File: config.mk
export PLATFORM = sky130hd
export DESIGN_NAME = spim_top
export DESIGN_NICKNAME = d
export VERILOG_FILES = /design/src/rtl/spim_pkg.sv /design/src/rtl/spim_fifo.sv /design/src/rtl/spim_clkdiv.sv /design/src/rtl/spim_shift.sv /design/src/rtl/spim_top.sv
export SDC_FILE = /design/constraint.sdc
export NUM_CORES = 1
export LEC_CHECK = 0
export CORE_MARGIN = 3
export CORE_UTILIZATION = 50
export CTS_BUF_LIST = sky130_fd_sc_hd__clkbuf_8
export DETAILED_ROUTE_END_ITERATION = 10
export PLACE_DENSITY = 0.67
export REMOVE_ABC_BUFFERS = 1
export SLEW_MARGIN = 20
export SYNTH_ARGS = -nofsm -noshare
export SYNTH_HDL_FRONTEND = slang
export SYNTH_SLANG_ARGS = --single-unit
File: constraint.sdc
create_clock -name clk -period 3.9 [get_ports clk]
set_clock_uncertainty 0.15 [all_clocks]
set_input_delay 0.39 -clock clk [delete_from_list [all_inputs] [get_ports clk]]
set_output_delay 0.39 -clock clk [all_outputs]
set_load 0.01 [all_outputs]
File: src/rtl/spim_pkg.sv
package spim_pkg;
  localparam int FRAME_W = 16;

  localparam logic [5:0] A_CTL0 = 6'h00;
  localparam logic [5:0] A_CTL1 = 6'h04;
  localparam logic [5:0] A_DATA = 6'h08;
  localparam logic [5:0] A_STAT = 6'h0C;
  localparam logic [5:0] A_CPS  = 6'h10;
  localparam logic [5:0] A_MASK = 6'h14;
  localparam logic [5:0] A_RAW  = 6'h18;
  localparam logic [5:0] A_MIS  = 6'h1C;
  localparam logic [5:0] A_CLR  = 6'h20;

  typedef struct packed {
    logic [7:0] rate;
    logic       pha;
    logic       pol;
    logic [1:0] fmt;
    logic [3:0] len_m1;
  } ctl0_t;
endpackage

File: src/rtl/spim_fifo.sv
module spim_fifo #(
  parameter int W     = 16,
  parameter int DEPTH = 8,
  localparam int AW   = $clog2(DEPTH)
) (
  input  logic          clk,
  input  logic          rst,
  input  logic          push,
  input  logic [W-1:0]  wdata,
  input  logic          pop,
  output logic [W-1:0]  rdata,
  output logic [AW:0]   level,
  output logic          full,
  output logic          empty
);
  localparam logic [AW:0] LVL_FULL = (AW+1)'(DEPTH);

  logic [W-1:0]  mem [DEPTH];
  logic [AW-1:0] wp, rp;
  logic          do_push, do_pop;

  assign full    = (level == LVL_FULL);
  assign empty   = (level == '0);
  assign do_push = push && !full;
  assign do_pop  = pop && !empty;
  assign rdata   = mem[rp];

  always_ff @(posedge clk) begin
    if (do_push) mem[wp] <= wdata;
  end

  always_ff @(posedge clk) begin
    if (rst) begin
      wp    <= '0;
      rp    <= '0;
      level <= '0;
    end else begin
      if (do_push) wp <= wp + 1'b1;
      if (do_pop)  rp <= rp + 1'b1;
      if (do_push && !do_pop)      level <= level + 1'b1;
      else if (do_pop && !do_push) level <= level - 1'b1;
    end
  end
endmodule

File: src/rtl/spim_clkdiv.sv
module spim_clkdiv #(
  parameter int PRE_W  = 8,
  parameter int RATE_W = 8
) (
  input  logic              clk,
  input  logic              rst,
  input  logic              run,
  input  logic [PRE_W-2:0]  half_pre,
  input  logic [RATE_W-1:0] rate,
  output logic              tick
);
  logic [PRE_W-2:0]  pc;
  logic [RATE_W-1:0] sc;
  logic              pc_wrap;

  assign pc_wrap = (pc == half_pre - 1'b1);
  assign tick    = run && pc_wrap && (sc == rate);

  always_ff @(posedge clk) begin
    if (rst || !run) begin
      pc <= '0;
      sc <= '0;
    end else if (pc_wrap) begin
      pc <= '0;
      sc <= (sc == rate) ? '0 : sc + 1'b1;
    end else begin
      pc <= pc + 1'b1;
    end
  end
endmodule

File: src/rtl/spim_shift.sv
module spim_shift #(
  parameter int W  = 16,
  localparam int DW = $clog2(W),
  localparam int EW = DW + 1
) (
  input  logic          clk,
  input  logic          rst,
  input  logic          en,
  input  logic          cpol,
  input  logic          cpha,
  input  logic [DW-1:0] len_m1,
  input  logic          tx_avail,
  input  logic [W-1:0]  tx_word,
  input  logic          tick,
  input  logic          rx_in,
  output logic          tx_pop,
  output logic          active,
  output logic          sclk,
  output logic          mosi,
  output logic          rx_push,
  output logic [W-1:0]  rx_word
);
  localparam logic [DW-1:0] TOP = DW'(W-1);

  logic [W-1:0]  tsh, rsh, rsh_n, aligned;
  logic [EW-1:0] ecnt;
  logic          smp;

  assign tx_pop  = !active && en && tx_avail;
  assign aligned = tx_word << (TOP - len_m1);
  assign smp     = (ecnt[0] == cpha);
  assign rsh_n   = smp ? {rsh[W-2:0], rx_in} : rsh;

  always_ff @(posedge clk) begin
    if (rst) begin
      active  <= 1'b0;
      sclk    <= 1'b0;
      mosi    <= 1'b0;
      rx_push <= 1'b0;
      rx_word <= '0;
      ecnt    <= '0;
      tsh     <= '0;
      rsh     <= '0;
    end else begin
      rx_push <= 1'b0;
      if (!active) begin
        sclk <= cpol;
        if (tx_pop) begin
          active <= 1'b1;
          ecnt   <= '0;
          rsh    <= '0;
          if (cpha) begin
            tsh <= aligned;
          end else begin
            mosi <= aligned[W-1];
            tsh  <= aligned << 1;
          end
        end
      end else if (tick) begin
        sclk <= ~sclk;
        ecnt <= ecnt + 1'b1;
        rsh  <= rsh_n;
        if (!smp) begin
          mosi <= tsh[W-1];
          tsh  <= tsh << 1;
        end
        if (ecnt == {len_m1, 1'b1}) begin
          active  <= 1'b0;
          rx_push <= 1'b1;
          rx_word <= rsh_n;
        end
      end
    end
  end
endmodule

File: src/rtl/spim_top.sv
module spim_top
  import spim_pkg::*;
#(
  parameter int FIFO_DEPTH    = 8,
  parameter int RX_IDLE_LIMIT = 64,
  parameter int PRE_W         = 8,
  localparam int LW           = $clog2(FIFO_DEPTH) + 1,
  localparam int TW           = $clog2(RX_IDLE_LIMIT + 1)
) (
  input  logic        clk,
  input  logic        rst,
  input  logic [5:0]  bus_addr,
  input  logic        bus_wr,
  input  logic        bus_rd,
  input  logic [15:0] bus_wdata,
  output logic [15:0] bus_rdata,
  output logic        spi_sclk,
  output logic        spi_mosi,
  input  logic        spi_miso,
  output logic        spi_cs_n,
  output logic        irq
);
  localparam logic [LW-1:0] LVL_HALF = LW'(FIFO_DEPTH / 2);
  localparam logic [TW-1:0] IDLE_LIM = TW'(RX_IDLE_LIMIT);
  localparam logic [TW-1:0] IDLE_PRE = TW'(RX_IDLE_LIMIT - 1);

  ctl0_t            c0;
  logic [2:0]       c1;      // {cs, en, lb}
  logic [PRE_W-1:1] cps;
  logic [3:0]       imsk;
  logic             ror, rto;
  logic [TW-1:0]    idle_cnt;

  logic wr_data, rd_data, ror_clr, rto_clr;
  logic [FRAME_W-1:0] tx_head, rx_head, rx_word;
  logic [LW-1:0] tx_lvl, rx_lvl;
  logic tx_full, tx_empty, rx_full, rx_empty;
  logic tx_pop, rx_push, eng_active, eng_sclk, eng_mosi, tick, rx_in, busy;
  logic [PRE_W-2:0] half_pre;
  logic [3:0] raw;
  logic [4:0] stat;

  assign wr_data  = bus_wr && (bus_addr == A_DATA);
  assign rd_data  = bus_rd && (bus_addr == A_DATA);
  assign ror_clr  = bus_wr && (bus_addr == A_CLR) && bus_wdata[0];
  assign rto_clr  = bus_wr && (bus_addr == A_CLR) && bus_wdata[1];
  assign half_pre = (cps == '0) ? (PRE_W-1)'(1) : cps;
  assign rx_in    = c1[0] ? eng_mosi : spi_miso;
  assign busy     = eng_active || !tx_empty;
  assign stat     = {busy, !rx_full, !rx_empty, !tx_full, tx_empty};
  assign raw      = {tx_lvl <= LVL_HALF, rx_lvl >= LVL_HALF, rto, ror};
  assign spi_sclk = eng_sclk;
  assign spi_mosi = eng_mosi;

  spim_fifo #(.W(FRAME_W), .DEPTH(FIFO_DEPTH)) u_txq (
    .clk(clk), .rst(rst), .push(wr_data), .wdata(bus_wdata), .pop(tx_pop),
    .rdata(tx_head), .level(tx_lvl), .full(tx_full), .empty(tx_empty));

  spim_fifo #(.W(FRAME_W), .DEPTH(FIFO_DEPTH)) u_rxq (
    .clk(clk), .rst(rst), .push(rx_push), .wdata(rx_word), .pop(rd_data),
    .rdata(rx_head), .level(rx_lvl), .full(rx_full), .empty(rx_empty));

  spim_clkdiv #(.PRE_W(PRE_W), .RATE_W(8)) u_div (
    .clk(clk), .rst(rst), .run(eng_active), .half_pre(half_pre),
    .rate(c0.rate), .tick(tick));

  spim_shift #(.W(FRAME_W)) u_eng (
    .clk(clk), .rst(rst), .en(c1[1]), .cpol(c0.pol), .cpha(c0.pha),
    .len_m1(c0.len_m1), .tx_avail(!tx_empty), .tx_word(tx_head), .tick(tick),
    .rx_in(rx_in), .tx_pop(tx_pop), .active(eng_active), .sclk(eng_sclk),
    .mosi(eng_mosi), .rx_push(rx_push), .rx_word(rx_word));

  always_ff @(posedge clk) begin
    if (rst) begin
      c0       <= '0;
      c1       <= '0;
      cps      <= '0;
      imsk     <= '0;
      ror      <= 1'b0;
      rto      <= 1'b0;
      idle_cnt <= '0;
      spi_cs_n <= 1'b1;
      irq      <= 1'b0;
    end else begin
      if (bus_wr) begin
        case (bus_addr)
          A_CTL0: c0   <= ctl0_t'(bus_wdata);
          A_CTL1: c1   <= {bus_wdata[4], bus_wdata[1], bus_wdata[0]};
          A_CPS:  cps  <= bus_wdata[PRE_W-1:1];
          A_MASK: imsk <= bus_wdata[3:0];
          default: ;
        endcase
      end
      if (ror_clr) ror <= 1'b0;
      else if (rx_push && rx_full) ror <= 1'b1;
      if (rx_empty || rx_push || rd_data) begin
        idle_cnt <= '0;
      end else if (idle_cnt != IDLE_LIM) begin
        idle_cnt <= idle_cnt + 1'b1;
      end
      if (rto_clr) rto <= 1'b0;
      else if (!rx_empty && !rx_push && !rd_data && idle_cnt == IDLE_PRE) rto <= 1'b1;
      spi_cs_n <= ~c1[2];
      irq      <= |(raw & imsk);
    end
  end

  always_ff @(posedge clk) begin
    if (rst) begin
      bus_rdata <= '0;
    end else begin
      case (bus_addr)
        A_CTL0:  bus_rdata <= c0;
        A_CTL1:  bus_rdata <= {11'b0, c1[2], 2'b00, c1[1], c1[0]};
        A_DATA:  bus_rdata <= rx_head;
        A_STAT:  bus_rdata <= {11'b0, stat};
        A_CPS:   bus_rdata <= {{(16-PRE_W){1'b0}}, cps, 1'b0};
        A_MASK:  bus_rdata <= {12'b0, imsk};
        A_RAW:   bus_rdata <= {12'b0, raw};
        A_MIS:   bus_rdata <= {12'b0, raw & imsk};
        default: bus_rdata <= '0;
      endcase
    end
  end
endmodule

==> key figures, run 1 <==
CTS
  • Clock tree buffer depth: 3
  • Clock transition at path regs: 60 ps
  • CTS H-tree lvls: 3
  • Skew-Pair Late Insertion Delay: 590 ps
  • Root Buffer: clkbuf_8
  • Hold bufs inserted after CTS: 0
  • CTS sink count: 411
  • CTS tree: yes
  • Total clock buffers created by CTS: 68

Synthesis
  • Syn Inst Count: 1334
  • Yosys warns: 0
  • Syn_area_per_cell: 13.14 um^2
  • Post-synthesis sequential area ratio: 61.56%
  • Synthesized area: 17530 um^2
  • FFs w/ async S/R, synth: 0%
  • Post-synth cell types: 77
  • Synth Flop Type: edfxtp_1
  • Yosys reg bits: 411
  • EDFF count, synth: 256

Run status
  • Status: finished, final reports clean

Placed design
  • Placer's final routability congestion estimate: 0.9038
  • DP HPWL: 24330 um
  • # port buffers: 46
  • Placed Area: 18600 um^2

Worst setup path
  • CP delay by family, top: simple AND/OR/NAND/NOR gates
  • Worst-path maximum fanout: 16
  • Worst setup SP type: flop
  • Crit path DAT: 3900 ps
  • Crit end category: flop
  • Req. time, crit path: 4270 ps
  • WS Path Type: flop to flop
  • Cell Chain, Critical Path: nor4_4, a21oi_2, ha_1, nor3b_2, or2_0, a211oi_1, o22ai_1, or4_1, o21ai_4, buf_12, buf_4, o21ai_1, a21oi_1
  • Max incr delay on CP: 680 ps
  • WP buf/inv: 2
  • Slowest-stage cell, CP: or4_1

Finish
  • Commonest cells after routing, fill and taps aside: edfxtp_1 (256), dfxtp_1 (153), nand2_1 (148)
  • Multi-input gate area: 6324 um^2
  • Finished Cell Area: 19930 um^2
  • Commonest non-fill, non-tap cell in the layout: edfxtp_1
  • Area Growth Syn to Fin: 13.73%
  • Fillers: 2772
  • Share of cells above drive strength 1: 17.87%
  • Register Area: 10790 um^2
  • Final nets: 1469
  • Ant diodes: 0

Floorplanning
  • Ports: 47
  • Die Area: 37340 um^2
  • Die width: 193.2 um
  • Core region area: 34040 um^2
  • Die Ht: 193.2 um
  • Core Rows: 67
  • Initial Utilization: 51.50%

Global route
  • Total global-route track usage: 20.37%
  • Initial antenna violation count: 0
  • Pin count of the biggest net entering global routing: 66
  • Global-route wire length before repair: 60210 um
  • Global route total overflow: 0
  • Vias in the first global route: 10720

Power
  • Standby leakage power: 6.863 nW
  • Worst VDD drop: 0.2936 mV
  • Pwr dens: 417.5 nW/um^2

Job
  • MaxCap Viol Count: 0

Timing
  • Final setup TNS: 0 ps
  • Setup repair after global routing missed its margin: false
  • Crit share post-route: 90.49%
  • Hold Violations, Final: 0
  • Worst Max-Slew Pin Slew: 1038 ps
  • Fin. max-slew vios: 0
  • Final min period: 3529 ps
  • Finish-stage setup viols: 0
  • FMAX: 0.2833 GHz
  • Slew headroom: 30.74%

Drt
  • Final ANT Viol Nets: 0
  • TritonRoute pass-1 iters: 6
  • Detailed-route wire length per cell: 19.75 um
  • Vias/cell: 5.672
  • Via Count: 10920
  • Final wirelength: 38020 um
  • First DRT Iteration DRCs: 1144
  • Drc violations: 0

Min path
  • Worst Hold Class: primary input to flop
## cell type report
cell class	count	share of cell area [%]
flip-flops and latches	411	54.14
multi-input cells	827	31.72
clock buffers	77	5.316
repair buffers	93	4.318
well taps	448	2.812
clock inverters	46	1.255
inverters	23	0.4331
## state kept, by name, summed over array words and instances, names as in the netlist, 3 cells and up, named ones only
register       flops
bus_rdata         16
c0                16
c1                 3
cps                7
idle_cnt           7
imsk               4
u_div.pc           7
u_div.sc           8
u_eng.ecnt         5
u_eng.rsh         16
u_eng.rx_word     16
u_eng.tsh         16
u_rxq.level        4
u_rxq.mem        128
u_rxq.rp           3
u_rxq.wp           3
u_txq.level        4
u_txq.mem        128
u_txq.rp           3
u_txq.wp           3
## worst register-to-register path, cell delays in order (launching register included)
cell,delay (ps)
dfxtp_1,400
nor4_4,350
a21oi_2,110
ha_1,240
nor3b_2,190
or2_0,220
a211oi_1,240
o22ai_1,210
or4_1,680
o21ai_4,210
buf_12,160
buf_4,120
o21ai_1,50
a21oi_1,140
## logic make-up after synthesis
kind of cell / Yosys count / synth area share (%)
simple gates: 408 / 10.48
buf+inv: 96 / 2.570
compound gates: 186 / 7.253
mux: 158 / 13.92
fa+ha+maj: 18 / 1.371
flops: 411 / 61.56
xor+xnor: 57 / 2.848
## Yosys cell counts, types with 4 or more instances
| master | n | area [um^2] |
|---|---|---|
| o21ai_0 | 20 | 100.1 |
| nor2_1 | 144 | 540.5 |
| clkbuf_1 | 46 | 172.7 |
| dfxtp_1 | 155 | 3103 |
| nand2b_1 | 10 | 62.56 |
| nand4_1 | 9 | 56.30 |
| o22ai_1 | 7 | 43.79 |
| buf_2 | 8 | 40.04 |
| ha_1 | 16 | 200.2 |
| edfxtp_1 | 256 | 7687 |
| nand3_1 | 22 | 110.1 |
| nor4_1 | 4 | 25.02 |
| buf_1 | 9 | 33.78 |
| o211ai_1 | 5 | 37.54 |
| or3_1 | 4 | 25.02 |
| nor2b_1 | 5 | 31.28 |
| mux4_2 | 64 | 1441 |
| o21ai_1 | 5 | 25.02 |
| a31oi_1 | 7 | 43.79 |
| mux2_2 | 33 | 371.6 |
| a211oi_1 | 11 | 82.58 |
| a22o_1 | 17 | 148.9 |
| nand2_1 | 148 | 555.5 |
| o221ai_1 | 6 | 52.55 |
| inv_1 | 18 | 67.56 |
| xnor2_1 | 31 | 271.5 |
| buf_6 | 6 | 67.56 |
| a221oi_1 | 6 | 52.55 |
| mux2i_1 | 60 | 600.6 |
| a21oi_1 | 59 | 295.3 |
| a22oi_1 | 14 | 105.1 |
| and3_1 | 7 | 43.79 |
| xor2_1 | 26 | 227.7 |
| nor3_1 | 31 | 155.2 |
## through the flow
step	utilization [%]	hold slack [ps]	cells	power, mW	worst slack (ps)
4_1_cts	58.49	67.20	1923	8.410	255.4
2_1_floorplan	-	221.6	1261	4.728	189.3
5_1_grt	58.57	101.4	1925	8.629	181.0
6_report	58.57	108.8	1925	8.322	370.8
3_5_place_dp	54.64	270.2	1800	4.828	263.6
3_3_place_gp	54.64	277.5	1800	4.827	316.1
## what timing repair did
| action | in CTS | in global routing |
|---|---|---|
| resized for setup | 0 | 0 |
| buffers inserted | 0 | 2 |
| setup endpoints to repair | 0 | 3 |
## path summary, 6_finish.rpt
path | slack (ps) | endpoint | from | depth (start not counted)
worst max-delay path | 370 | u_eng.tsh[7] | cps[4] | 13
worst min-delay path | 110 | u_eng.rx_word[7] | rst | 2
worst max register to register | 370 | u_eng.tsh[7] | cps[4] | 13
worst min register to register | 290 | spi_cs_n | c1[2] | 1
## routing by layer
layer / up-vias / GRT usage, % / share of wire (%)
met5: - / 0 / 0
li1: 5162 / - / -
met2: 353 / 30.24 / 45
met4: 0 / 5.974 / 1.5
met1: 5356 / 30.84 / 47
met3: 48 / 3.879 / 6.4
## power by group
| part | switching (mW) | internal, mW | total, mW |
|---|---|---|---|
| clock | 1.64 | 1.94 | 3.59 |
| sequential | 0.00286 | 4.59 | 4.59 |
| combinational | 0.0941 | 0.0490 | 0.143 |
| total | 1.74 | 6.58 | 8.32 |
Power figures use the tool's default switching activity.
==> inputs of run 2 (changes only) <==
- CORE_UTILIZATION: 50 -> 25
- PLACE_DENSITY: 0.67 -> unset
==> key figures, run 2 (synthesized netlist as in run 1, its figures left out) <==
Run status
  • Status: finished, final reports clean

Drt
  • First DRT Iteration DRCs: 1024 (-10%)
  • Vias/cell: 4.647 (-18%)
  • TritonRoute pass-1 iters: 5 (-1)
  • Drc violations: 0 (unchanged)
  • Via Count: 11240 (+2.9%)
  • Final wirelength: 42290 um (+11%)
  • Detailed-route wire length per cell: 17.48 um (-12%)
  • Final ANT Viol Nets: 0 (unchanged)

Worst setup path
  • R2r setup slk: 350 ps (-20 ps)
  • Crit end category: flop
  • Max incr delay on CP: 880 ps (+200 ps)
  • Slowest-stage cell, CP: dfxtp_1
  • Worst r2r dst: u_eng.tsh[14]
  • Req. time, crit path: 4240 ps (-30 ps)
  • CP delay by family, top: multiplexers
  • Cell Chain, Critical Path: mux4_2, mux2i_1, mux2i_1, mux4_2, nor2_1, a31oi_1, a2bb2oi_1, nor4b_2
  • Reg2reg path depth: 8 (-5)
  • Worst setup SP type: flop
  • WP buf/inv: 0 (-2)
  • WS Path Type: flop to flop
  • Worst-path maximum fanout: 15 (-1)
  • Crit path DAT: 3890 ps (about the same)

CTS
  • CTS sink count: 411 (unchanged)
  • CTS tree: yes
  • CTS H-tree lvls: 3 (unchanged)
  • Clock tree buffer depth: 3 (unchanged)
  • Skew-Pair Late Insertion Delay: 640 ps (+50 ps)
  • Post-cts gate resize count: 0 (unchanged)
  • Total clock buffers created by CTS: 68 (unchanged)
  • Clock transition at path regs: 60 ps (about the same)
  • Root Buffer: clkbuf_8

Finish
  • Commonest cells after routing, fill and taps aside: edfxtp_1 (256), dfxtp_1 (154), nand2_1 (148)
  • Biggest regs: u_rxq.mem (128), u_txq.mem (128)
  • Finished Cell Area: 20630 um^2 (+3.5%)
  • Final nets: 1478 (+0.61%)
  • Area Growth Syn to Fin: 17.72%
  • Commonest non-fill, non-tap cell in the layout: edfxtp_1
  • Share of cells above drive strength 1: 18.51% (+0.63 points)
  • Final core utilization: 29.88% (-29 points)

Timing
  • Slew headroom: 28.09% (-2.6 points)
  • Final setup TNS: 0 ps (unchanged)
  • Final min period: 3551 ps (+21.80 ps)
  • Hold Violations, Final: 0 (unchanged)
  • PnR worst setup slack: 349.0 ps (-21.80 ps)
  • Crit share post-route: 91.05% (+0.56 points)
  • Fin. max-slew vios: 0 (unchanged)
  • FMAX: 0.2816 GHz (-0.61%)
  • Worst Max-Slew Pin Slew: 1075 ps (+37.67 ps)
  • Finish-stage setup viols: 0 (unchanged)
  • Setup repair after global routing missed its margin: false

Floorplanning
  • Ports: 47 (unchanged)
  • Initial Utilization: 25.38% (-26 points)
  • Die Area: 73320 um^2 (+96%)
  • Core Rows: 96 (+43%)
  • Die Ht: 270.8 um (+40%)
  • Core region area: 69070 um^2 (+100%)
  • Die width: 270.8 um (+40%)

Global route
  • Global-route wire length before repair: 66360 um (+10%)
  • Initial antenna violation count: 1 (+1)
  • Global route total overflow: 0 (unchanged)
  • Total global-route track usage: 11.55% (-8.8 points)
  • Vias in the first global route: 11380 (+6.2%)
  • Pin count of the biggest net entering global routing: 39 (-41%)

Placed design
  • Placed Area: 19260 um^2 (+3.6%)
  • # port buffers: 46 (unchanged)
  • Placer's final routability congestion estimate: 0.8669 (-4.1%)
  • DP HPWL: 28040 um (+15%)
  • Pre-CTS setup slack: 260.3 ps (-3.269 ps)

Job
  • MaxCap Viol Count: 0 (unchanged)

Power
  • Pwr dens: 407.0 nW/um^2 (-2.5%)
  • Worst VDD drop: 0.3593 mV (+22%)
  • Standby leakage power: 6.897 nW (+0.49%)
  • Total chip power: 8.398 mW (+0.91%)

Min path
  • Min-delay src: c0[4]
  • Worst Hold Class: flop to flop
  • Hold endpoint: c0[4]
  • Hold-critical path depth: 2 (unchanged)
==> run 2: area by class of cell <==
type                    count  area (um^2)
diodes                      2        5.005
flip-flops and latches    411        10790
fillers                  6908        48430
clock inverters            48        284.0
repair buffers            102        920.9
multi-input cells         827         6349
well taps                 931         1165
clock buffers              75         1032
inverters                  23        86.33
==> run 2: metrics by stage <==
stage,std cells,hold WS [ps]
2_1_floorplan,1261,221.6
3_3_place_gp,2289,293.3
3_5_place_dp,2289,311.2
4_1_cts,2413,319.9
5_1_grt,2419,339.4
6_report,2419,319.8
==> run 2: tightest hold or removal path, cell delays in order (launching register included) <==
cell and delay (ps):
dfxtp_1 310, nand2_1 60, a21oi_1 60
==> run 2: what timing repair did <==
item | 4_1_cts | 5_1_grt
setup buffers | 0 | 2
endpoints found under the setup margin | 0 | 3
hold buffers | 1 | 0
hold endpoints to repair | 12 | 0
==> run 2: worst max path at each step <==
stage,from,to,cells past startpoint
2_1_floorplan,bus_addr[5],u_txq.mem[0][0],6
3_3_place_gp,cps[7],u_eng.tsh[10],11
3_5_place_dp,cps[7],u_eng.tsh[13],11
4_1_cts,cps[7],u_eng.tsh[13],11
5_1_grt,flop,u_eng.tsh[14],8
6_report,flop,u_eng.tsh[14],8
==> run 2: layer usage <==
layer	track usage, %	wire length [um]
met1	16.17	19710
met3	2.430	2518
met2	17.92	19300
met5	0	0
met4	3.549	749
==> run 2: power breakdown <==
| part | internal, mW | switching (mW) |
|---|---|---|
| clock network | 1.92 | 1.73 |
| logic | 0.0505 | 0.0997 |
| registers | 4.59 | 0.00289 |
